**config.mk**
```make
export PLATFORM = sky130hd
export DESIGN_NAME = ctl_hold_decomp
export DESIGN_NICKNAME = d
export VERILOG_FILES = /design/src/rtl/chd_pkg.sv /design/src/rtl/chd_ring.sv /design/src/rtl/chd_parity.sv /design/src/rtl/chd_shadow.sv /design/src/rtl/chd_phase.sv /design/src/rtl/ctl_hold_decomp.sv
export SDC_FILE = /design/constraint.sdc
export NUM_CORES = 1
export LEC_CHECK = 0
export BUFFER_PORTS_ARGS = -buffer_cell sky130_fd_sc_hd__buf_4
export CORE_MARGIN = 2
export CORE_UTILIZATION = 45
export CTS_CLUSTER_DIAMETER = 80
export DETAILED_ROUTE_END_ITERATION = 8
export PLACE_DENSITY = 0.65
export SYNTH_ARGS = -nofsm -noshare
export SYNTH_HDL_FRONTEND = slang
export SYNTH_SLANG_ARGS = --single-unit
```
**constraint.sdc**
```tcl
create_clock -name clk -period 1.4 [get_ports clk]
set_clock_uncertainty 0.1 [all_clocks]
set_input_delay 0.28 -clock clk [delete_from_list [all_inputs] [get_ports clk]]
set_output_delay 0.28 -clock clk [all_outputs]
set_load 0.005 [all_outputs]
```
**src/rtl/chd_pkg.sv**
```systemverilog
package chd_pkg;

    // Index of one phase-shifter tap for a given chain.
    function automatic int ps_index(input int chain, input int stride,
                                    input int offset, input int len);
        return (chain * stride + offset) % len;
    endfunction

    // Ring bit that receives a given tester channel.
    function automatic int inj_index(input int chan, input int spacing);
        return chan * spacing;
    endfunction

endpackage

```
**src/rtl/chd_ring.sv**
```systemverilog
module chd_ring #(
    parameter int              RING_LEN = 16,
    parameter int              CHANNELS = 2,
    parameter logic [RING_LEN-1:0] FB_MASK = 16'h6801
) (
    input  logic                clk,
    input  logic                rst_n,
    input  logic                shift_en,
    input  logic [CHANNELS-1:0] chan_in,
    output logic [RING_LEN-1:0] ring_q
);
    import chd_pkg::*;

    localparam int SPACING = RING_LEN / CHANNELS;

    typedef struct packed {
        logic [RING_LEN-1:0] ring;
    } ring_state_t;

    ring_state_t st_d, st_q;
    logic [RING_LEN-1:0] inj_vec;

    always_comb begin
        inj_vec = '0;
        for (int c = 0; c < CHANNELS; c++) begin
            inj_vec[inj_index(c, SPACING)] = chan_in[c];
        end
        st_d = st_q;
        if (shift_en) begin
            st_d.ring = {st_q.ring[RING_LEN-2:0], 1'b0}
                      ^ (st_q.ring[RING_LEN-1] ? FB_MASK : '0)
                      ^ inj_vec;
        end
    end

    always_ff @(posedge clk) begin
        if (!rst_n) st_q <= '0;
        else        st_q <= st_d;
    end

    assign ring_q = st_q.ring;
endmodule

```
**src/rtl/chd_parity.sv**
```systemverilog
module chd_parity #(
    parameter int CHANNELS  = 2,
    parameter int BUF_DEPTH = 1
) (
    input  logic                clk,
    input  logic                rst_n,
    input  logic                shift_en,
    input  logic [CHANNELS-1:0] chan_in,
    output logic                load_en
);
    typedef struct packed {
        logic [BUF_DEPTH-1:0][CHANNELS-1:0] hist;
    } hist_state_t;

    hist_state_t st_d, st_q;

    always_comb begin
        st_d = st_q;
        if (shift_en) begin
            st_d.hist[0] = chan_in;
            for (int i = 1; i < BUF_DEPTH; i++) begin
                st_d.hist[i] = st_q.hist[i-1];
            end
        end
        load_en = (^chan_in) ^ (^st_q.hist);
    end

    always_ff @(posedge clk) begin
        if (!rst_n) st_q <= '0;
        else        st_q <= st_d;
    end
endmodule

```
**src/rtl/chd_shadow.sv**
```systemverilog
module chd_shadow #(
    parameter int RING_LEN = 16
) (
    input  logic                clk,
    input  logic                rst_n,
    input  logic                shift_en,
    input  logic                load_en,
    input  logic [RING_LEN-1:0] ring_q,
    output logic [RING_LEN-1:0] shadow_q
);
    typedef struct packed {
        logic [RING_LEN-1:0] shadow;
    } shadow_state_t;

    shadow_state_t st_d, st_q;

    always_comb begin
        st_d = st_q;
        if (shift_en && load_en) begin
            st_d.shadow = ring_q;
        end
    end

    always_ff @(posedge clk) begin
        if (!rst_n) st_q <= '0;
        else        st_q <= st_d;
    end

    assign shadow_q = st_q.shadow;
endmodule

```
**src/rtl/chd_phase.sv**
```systemverilog
module chd_phase #(
    parameter int RING_LEN  = 16,
    parameter int CHAINS    = 8,
    parameter int PS_STRIDE = 3,
    parameter int PS_OFF_B  = 5,
    parameter int PS_OFF_C  = 11
) (
    input  logic [RING_LEN-1:0] shadow_q,
    output logic [CHAINS-1:0]   sel_out
);
    import chd_pkg::*;

    for (genvar j = 0; j < CHAINS; j++) begin : g_chain
        localparam int TAP_A = ps_index(j, PS_STRIDE, 0,        RING_LEN);
        localparam int TAP_B = ps_index(j, PS_STRIDE, PS_OFF_B, RING_LEN);
        localparam int TAP_C = ps_index(j, PS_STRIDE, PS_OFF_C, RING_LEN);
        assign sel_out[j] = shadow_q[TAP_A] ^ shadow_q[TAP_B] ^ shadow_q[TAP_C];
    end
endmodule

```
**src/rtl/ctl_hold_decomp.sv**
```systemverilog
module ctl_hold_decomp #(
    parameter int                  RING_LEN  = 16,
    parameter int                  CHANNELS  = 2,
    parameter int                  BUF_DEPTH = 1,
    parameter int                  CHAINS    = 8,
    parameter logic [RING_LEN-1:0] FB_MASK   = 16'h6801
) (
    input  logic                clk,
    input  logic                rst_n,
    input  logic                shift_en,
    input  logic [CHANNELS-1:0] chan_in,
    output logic [CHAINS-1:0]   sel_out
);
    logic [RING_LEN-1:0] ring_q;
    logic [RING_LEN-1:0] shadow_q;
    logic                load_en;

    chd_ring #(
        .RING_LEN (RING_LEN),
        .CHANNELS (CHANNELS),
        .FB_MASK  (FB_MASK)
    ) u_ring (
        .clk      (clk),
        .rst_n    (rst_n),
        .shift_en (shift_en),
        .chan_in  (chan_in),
        .ring_q   (ring_q)
    );

    chd_parity #(
        .CHANNELS  (CHANNELS),
        .BUF_DEPTH (BUF_DEPTH)
    ) u_parity (
        .clk      (clk),
        .rst_n    (rst_n),
        .shift_en (shift_en),
        .chan_in  (chan_in),
        .load_en  (load_en)
    );

    chd_shadow #(
        .RING_LEN (RING_LEN)
    ) u_shadow (
        .clk      (clk),
        .rst_n    (rst_n),
        .shift_en (shift_en),
        .load_en  (load_en),
        .ring_q   (ring_q),
        .shadow_q (shadow_q)
    );

    chd_phase #(
        .RING_LEN (RING_LEN),
        .CHAINS   (CHAINS)
    ) u_phase (
        .shadow_q (shadow_q),
        .sel_out  (sel_out)
    );
endmodule

```
# == Word-level counts from Yosys, hierarchy flattened ==
# Index checks and enable logic that the tools add are counted.
# word_totals
in_bits,5
wordCells,26
reg_bits,34
# classes
muxes,1
bitwise,19
reduce_logical,3
# ops
operator,n
$xor 1x1->1,17
$xor 16x16->16,1
$xor 16x9->16,1
$mux 15,1
$reduce_xor 2->1,2
$logic_and 1x1->1,1

# == Logic depth before layout (Yosys ltp) ==
# Gate-level depths: netlist of the first run.
# logic_depth
depth_word,3
depth_mapped,6
ltp_nobuf,4

# == Hierarchy ==
# Synthesis of the first run repeated with hierarchy kept, for this count alone.
# hier_totals
cells_unflattened,147
hier_area_um2,1576.5
# modules_own_cells
mod,seq_area_each_um2,area_per_inst_um2,cells_per_inst,instances
chd_shadow,320.3,668.1,73,1
chd_ring,320.3,619.3,57,1
chd_phase,0.0,190.2,8,1
chd_parity,40.0,98.8,9,1

# == Worst setup path after synthesis of the first run ==
# No wires, ideal clock.
# synth_timing
path_kind,input to register
start,input shift_en
end,register u_ring.st_q (netlist bit u_ring.ring_q[0])
t_arrival_ps,1160
path_slack_ps,23
setup_ps,116
n_path_buf,3
required_time_ps,1184
cell_stages,5
path_cell_list,buf_2 buf_2 clkbuf_1 nand2_1 o211a_1
# synth_rtl
element,line,text
start: declaration,ctl_hold_decomp.sv:10,"input logic shift_en,"
end signal: assignment,chd_ring.sv:38,else st_q <= st_d;
end: declaration,chd_ring.sv:20,"ring_state_t st_d, st_q;"

# == Final worst setup path of the first run ==
# layout_timing
start,register u_shadow.st_q (netlist bit u_shadow.shadow_q[14])
end,output sel_out[1]
# layout_between
elab_chain_len,1
# layout_lines
element,line,text
start: declaration,chd_shadow.sv:15,"shadow_state_t st_d, st_q;"
start signal: assignment,chd_shadow.sv:26,else st_q <= st_d;
$xor 1x1->1,chd_phase.sv:17,assign sel_out[j] = shadow_q[TAP_A] ^ shadow_q[TAP_B] ^ shadow_q[TAP_C];
end: declaration,ctl_hold_decomp.sv:12,output logic [CHAINS-1:0] sel_out
# Every way passes these cells.

==> results of run 1 <==
[routing by layer]
layer  track usage  routed length [um]  vias up
li1              -                   -      520
met5             0                   0        -
met3        0.0559                 103        4
met1         0.207                1320      481
met4        0.0729                  36        0
met2         0.243                1270       15
[power breakdown]
part           total, W  switching (W)  internal [W]
Clock          0.000571       0.000328      0.000243
Sequential      0.00102      0.0000295      0.000994
Combinational  0.000268       0.000113      0.000155
Total           0.00186       0.000470       0.00139
[kinds of logic after synthesis]
group / count (synthesis) / share of synthesized area
compound gates: 5 / 0.0330
xor+xnor: 23 / 0.133
buf+inv: 11 / 0.0446
flops: 34 / 0.449
mux: 29 / 0.191
simple gates: 51 / 0.149
[flip-flops by register name, summed over array words and instances, names as in the netlist]
register,flops
u_parity.st_q,2
u_ring.ring_q,16
u_shadow.shadow_q,16
[Yosys cell counts]
master / instances / share of area
buf_6: 1 / 0.0074
xor2_1: 1 / 0.0058
buf_2: 2 / 0.0066
clkbuf_1: 7 / 0.017
o211a_1: 5 / 0.033
buf_12: 1 / 0.013
nor2b_1: 13 / 0.054
xnor2_1: 22 / 0.13
and2_1: 1 / 0.0041
mux2i_1: 29 / 0.19
dfxtp_1: 34 / 0.45
nand2_1: 37 / 0.092
[per-stage QoR]
stage	hold WS [ps]	util	cell area [um2]	instances	setup WS [ps]
2_1_floorplan	347	-	1520	153	23.2
3_3_place_gp	357	0.503	1650	204	-6.21
3_5_place_dp	362	0.503	1650	204	-40.5
4_1_cts	193	0.542	1780	212	-150
5_1_grt	206	0.554	1820	213	-223
6_report	203	0.554	1820	213	-144
[area by class of cell]
type / count / area, um2 / area share
clock buffer: 7 / 55.1 / 0.0303
clock inverter: 1 / 5.00 / 0.00275
tap: 46 / 57.6 / 0.0317
sequential: 34 / 699 / 0.385
multi-input combinational: 108 / 831 / 0.457
timing repair buffer: 17 / 170 / 0.0936
[path summary, 6_finish.rpt]
check | start | end | slack, ps | cells after the start
hold reg to reg | u_shadow.shadow_q[6] | u_shadow.shadow_q[6] | 380 | 2
setup / recovery | u_shadow.shadow_q[14] | sel_out[1] | -140 | 3
hold / removal | shift_en | u_ring.ring_q[0] | 200 | 2
setup reg to reg | u_parity.st_q[1] | u_shadow.shadow_q[9] | 40 | 5
[timing repair]
item,in CTS,in global routing
buffers inserted,0,0
cloned,0,1
endpoints found under the setup margin,8,24
resized for setup,18,4
pin swaps,5,7
==> impl_metrics.toml, run 1 <==
[timing]
clock.fmax_ghz = 0.648
timing.final.crit_share = 1.10
fin_setup_tns_ps = -929
worst_slack_ps = -144
setup_viol = 8
slew_violations = 0
period_needed_ps = 1540
final-hold-violation-count = 0
rsz0062_at_grt = "true"
tightest_slew_ps = 437
slew_headroom = 0.709

[placement]
port_buffers = 12
hpwl_um = 1740
place_congestion = 0.714

[global_route]
grt_max_degree = 51
antenna_found_initial = 0
grt_pass1_vias = 973
grt_pass1_wl_um = 4370
grt_usage = 0.161
overflow = 0

[setup_path]
cp_max_fo = 3
cp_data_required_time_ps = 1020
worstPathArrival_ps = 1160
slowest_delay_ps = 410
slowest_stage = "dfxtp_2"
crit_family = "flip-flops"
start_kind = "flip-flop"
critPathBufInv = 1
path_class = "flip-flop to output port"
cp-end-kind = "output port"
worstPathCellList = "xnor2_2 > xnor2_1 > buf_4"

[route]
drc = 0
firstDrtPassIters = 3
vias = 1020
wire_per_inst_um = 12.8
drt-total-wl_um = 2730
vias_per_cell = 4.79
first_iter_violations = 31
antenna_left = 0

[finish]
nets = 171
syn_to_final_growth_pct = 19.9
fill_cells = 316
mostFrequentLayoutCell = "nand2_1"
antenna_cells = 0
layout-drive-gt1-share = 0.263
final_cell_mix = "37 x nand2_1, 29 x mux2i_1, 23 x dfxtp_1, 14 x xnor2_1, 14 x buf_4"

[die]
rows = 21
top_level_ports = 13
core_area_um2 = 3280
fp.dieW_um = 62.1
die_area_um2 = 3850
start_util = 0.462
die_h_um = 62.1

[yosys]
synth_fp_nets = 158
ys_seq_elements = 34
synth.distinct_cells = 12
syn_inst = 153
yosysWarnings = 0
syn_area_um2 = 1520
postSynthAreaPerCell_um2 = 9.91
ys_seq_area_frac = 0.449

[power]
powerDensity_nw_per_um2 = 1020
p_leak_nw = 0.712
ir_drop_mv = 0.661
report.power.total_w = 0.00186

[status]
status = "finished, violations left"
violations = "negative setup slack"

[cts]
cts_max_level = 2
postCtsHoldBufs = 0
clock_latency_ps = 340
tritoncts = "done"
cts_max_path_buffers = 2
numCtsBuffers = 5
cts_root_buf = "clkbuf_4"
cts.sinks = 34
clk_pin_slew_worst_paths_ps = 100

[min_path]
hold_class = "input pin to flip-flop"

[job]
drv_cap = 0
Note: power is estimated with default switching activity, not from simulation.
==> run 2, diff against run 1 <==
REMOVE_ABC_BUFFERS = 1   (was default)
clock period = 1.26 ns   (was 1.4 ns; I/O delays follow)
==> run 2 against run 1 <==
The run still ends with negative setup slack left. Highest routed layer unchanged. Design area rose by 0.96%. Die area did not move. Final cell count rose by 1.4%. Non-clock buffer count rose by 4. Clock-buffer cell count did not move. Global-route usage fell by 0.12 points. Total power rose by 6.1%. Critical endpoint is now sel_out[0]. Critical path type unchanged. Routed wire length fell by 6.1%.
==> impl_metrics.toml, run 2 (same netlist as run 1, synthesis figures left out) <==
[status]
status = "finished, violations left"
violations = "negative setup slack"

[die]
top_level_ports = 13
start_util = 0.462
fp.dieW_um = 62.1
die_h_um = 62.1
core_area_um2 = 3280
die_area_um2 = 3850
rows = 21

[global_route]
grt_usage = 0.160
overflow = 0
grt_max_degree = 26
busiest_layer = "met2"
grt_use_met3 = 0.0559
use_met1 = 0.195
antenna_found_initial = 0
grt_pass1_vias = 961
grt_pass1_wl_um = 4330
use_met2 = 0.253

[route]
first_iter_violations = 24
vias = 1040
drt-total-wl_um = 2570
firstDrtPassIters = 4
wire_per_inst_um = 11.9
vias_per_cell = 4.81
antenna_left = 0
drc = 0

[placement]
dpl_cell_area_um2 = 1670
hpwl_um = 1750
port_buffers = 12
place_congestion = 0.693
place_ws_ps = -184

[setup_path]
path_class = "flip-flop to output port"
worstPathArrival_ps = 1140
cp_max_fo = 2
worstPathCellList = "xnor2_2 > xnor2_1 > buf_4"
critPathBufInv = 1
slowest_stage = "dfxtp_2"
cp_data_required_time_ps = 910
cp-end-kind = "output port"
slowest_delay_ps = 340
start_kind = "flip-flop"
crit_family = "flip-flops"

[power]
ir_drop_mv = 0.537
p_int_w = 0.00149
netSwitchingFraction = 0.246
report.power.total_w = 0.00198
p_leak_nw = 0.722
power_frac_clock = 0.273
power_frac_seq = 0.573
p_comb_frac = 0.155
powerDensity_nw_per_um2 = 1080
p_sw_w = 0.000487

[timing]
rsz0062_at_grt = "true"
period_needed_ps = 1490
setup_viol = 24
clock.fmax_ghz = 0.672
tightest_slew_ps = 309
worst_slack_ps = -229
final-hold-violation-count = 0
slew_violations = 0
slew_headroom = 0.793
timing.final.crit_share = 1.18

[finish]
mostFrequentLayoutCell = "nand2_1"
finalInstanceArea_um2 = 1840
syn_to_final_growth_pct = 21.0
nets = 175
antenna_cells = 0
fill_cells = 297
layout-drive-gt1-share = 0.282
final_cell_mix = "37 x nand2_1, 29 x mux2i_1, 21 x dfxtp_1, 18 x buf_4, 14 x xnor2_1"

[cts]
tritoncts = "done"
clk_pin_slew_worst_paths_ps = 100
cts_root_buf = "clkbuf_4"
cts_max_level = 2
cts_max_path_buffers = 2
postCtsHoldBufs = 0
clock_latency_ps = 330
cts.sinks = 34
numCtsBuffers = 5

[min_path]
hold_class = "input pin to flip-flop"

[job]
drv_cap = 0
run 2: cell types whose count changed in the layout (fill, tap and decap cells not counted), sizes merged:
cell    previous run  this run
buf               16        21
clkinv             1         0
clkbuf             8         7
run 2: cell type report:
| type | count | area, um2 | area share |
|---|---|---|---|
| Clock buffer | 7 | 45.0 | 0.0245 |
| Tap cell | 46 | 57.6 | 0.0314 |
| Sequential cell | 34 | 707 | 0.385 |
| Timing Repair Buffer | 21 | 195 | 0.106 |
| Multi-Input combinational cell | 108 | 831 | 0.453 |
run 2: worst paths after layout:
check        slack (ps)                  from  cells past startpoint               endpoint
max reg2reg         -90      u_parity.st_q[1]                      5  u_shadow.shadow_q[10]
max                -230  u_shadow.shadow_q[0]                      3             sel_out[0]
min                 160                 rst_n                      2       u_parity.st_q[0]
min reg2reg         370     u_ring.ring_q[11]                      2  u_shadow.shadow_q[11]
run 2: worst reg2reg max path, stage by stage, from the launching register on:
cell	delay, ps
dfxtp_2	350
xor2_1	160
xnor2_1	140
and2_4	190
buf_12	140
mux2i_1	200
run 2: stage by stage:
stage / util / std cells / TNS (ps) / hold slack, ps
final: 0.559 / 216 / -2540 / 162
after global routing: 0.559 / 216 / -4930 / 151
after CTS: 0.567 / 218 / -4320 / 148
after detailed placement: 0.510 / 207 / -2430 / 359
after global placement: 0.510 / 207 / -1920 / 355
after floorplan: - / 142 / -5920 / 280
run 2: timing repair:
item | in CTS | in global routing
resized for setup | 22 | 5
setup endpoints to repair | 24 | 24
pin swaps | 7 | 7
setup buffers | 3 | 0
cloned | 1 | 0
hold endpoints to repair | 0 | 0
run 2: power groups by stage:
stage	registers, W	logic, W	clock network (W)
floorplan	0.00115	0.000150	0
finish	0.00113	0.000306	0.000539
CTS	0.00113	0.000354	0.000564
global placement	0.00116	0.000267	0
detailed placement	0.00116	0.000271	0
global route	0.00114	0.000332	0.000616
run 2: routing by layer:
layer | vias up | routed length (um)
met5 | - | 0
met4 | 0 | 56
met3 | 6 | 109
met2 | 21 | 1230
met1 | 484 | 1170
li1 | 529 | -
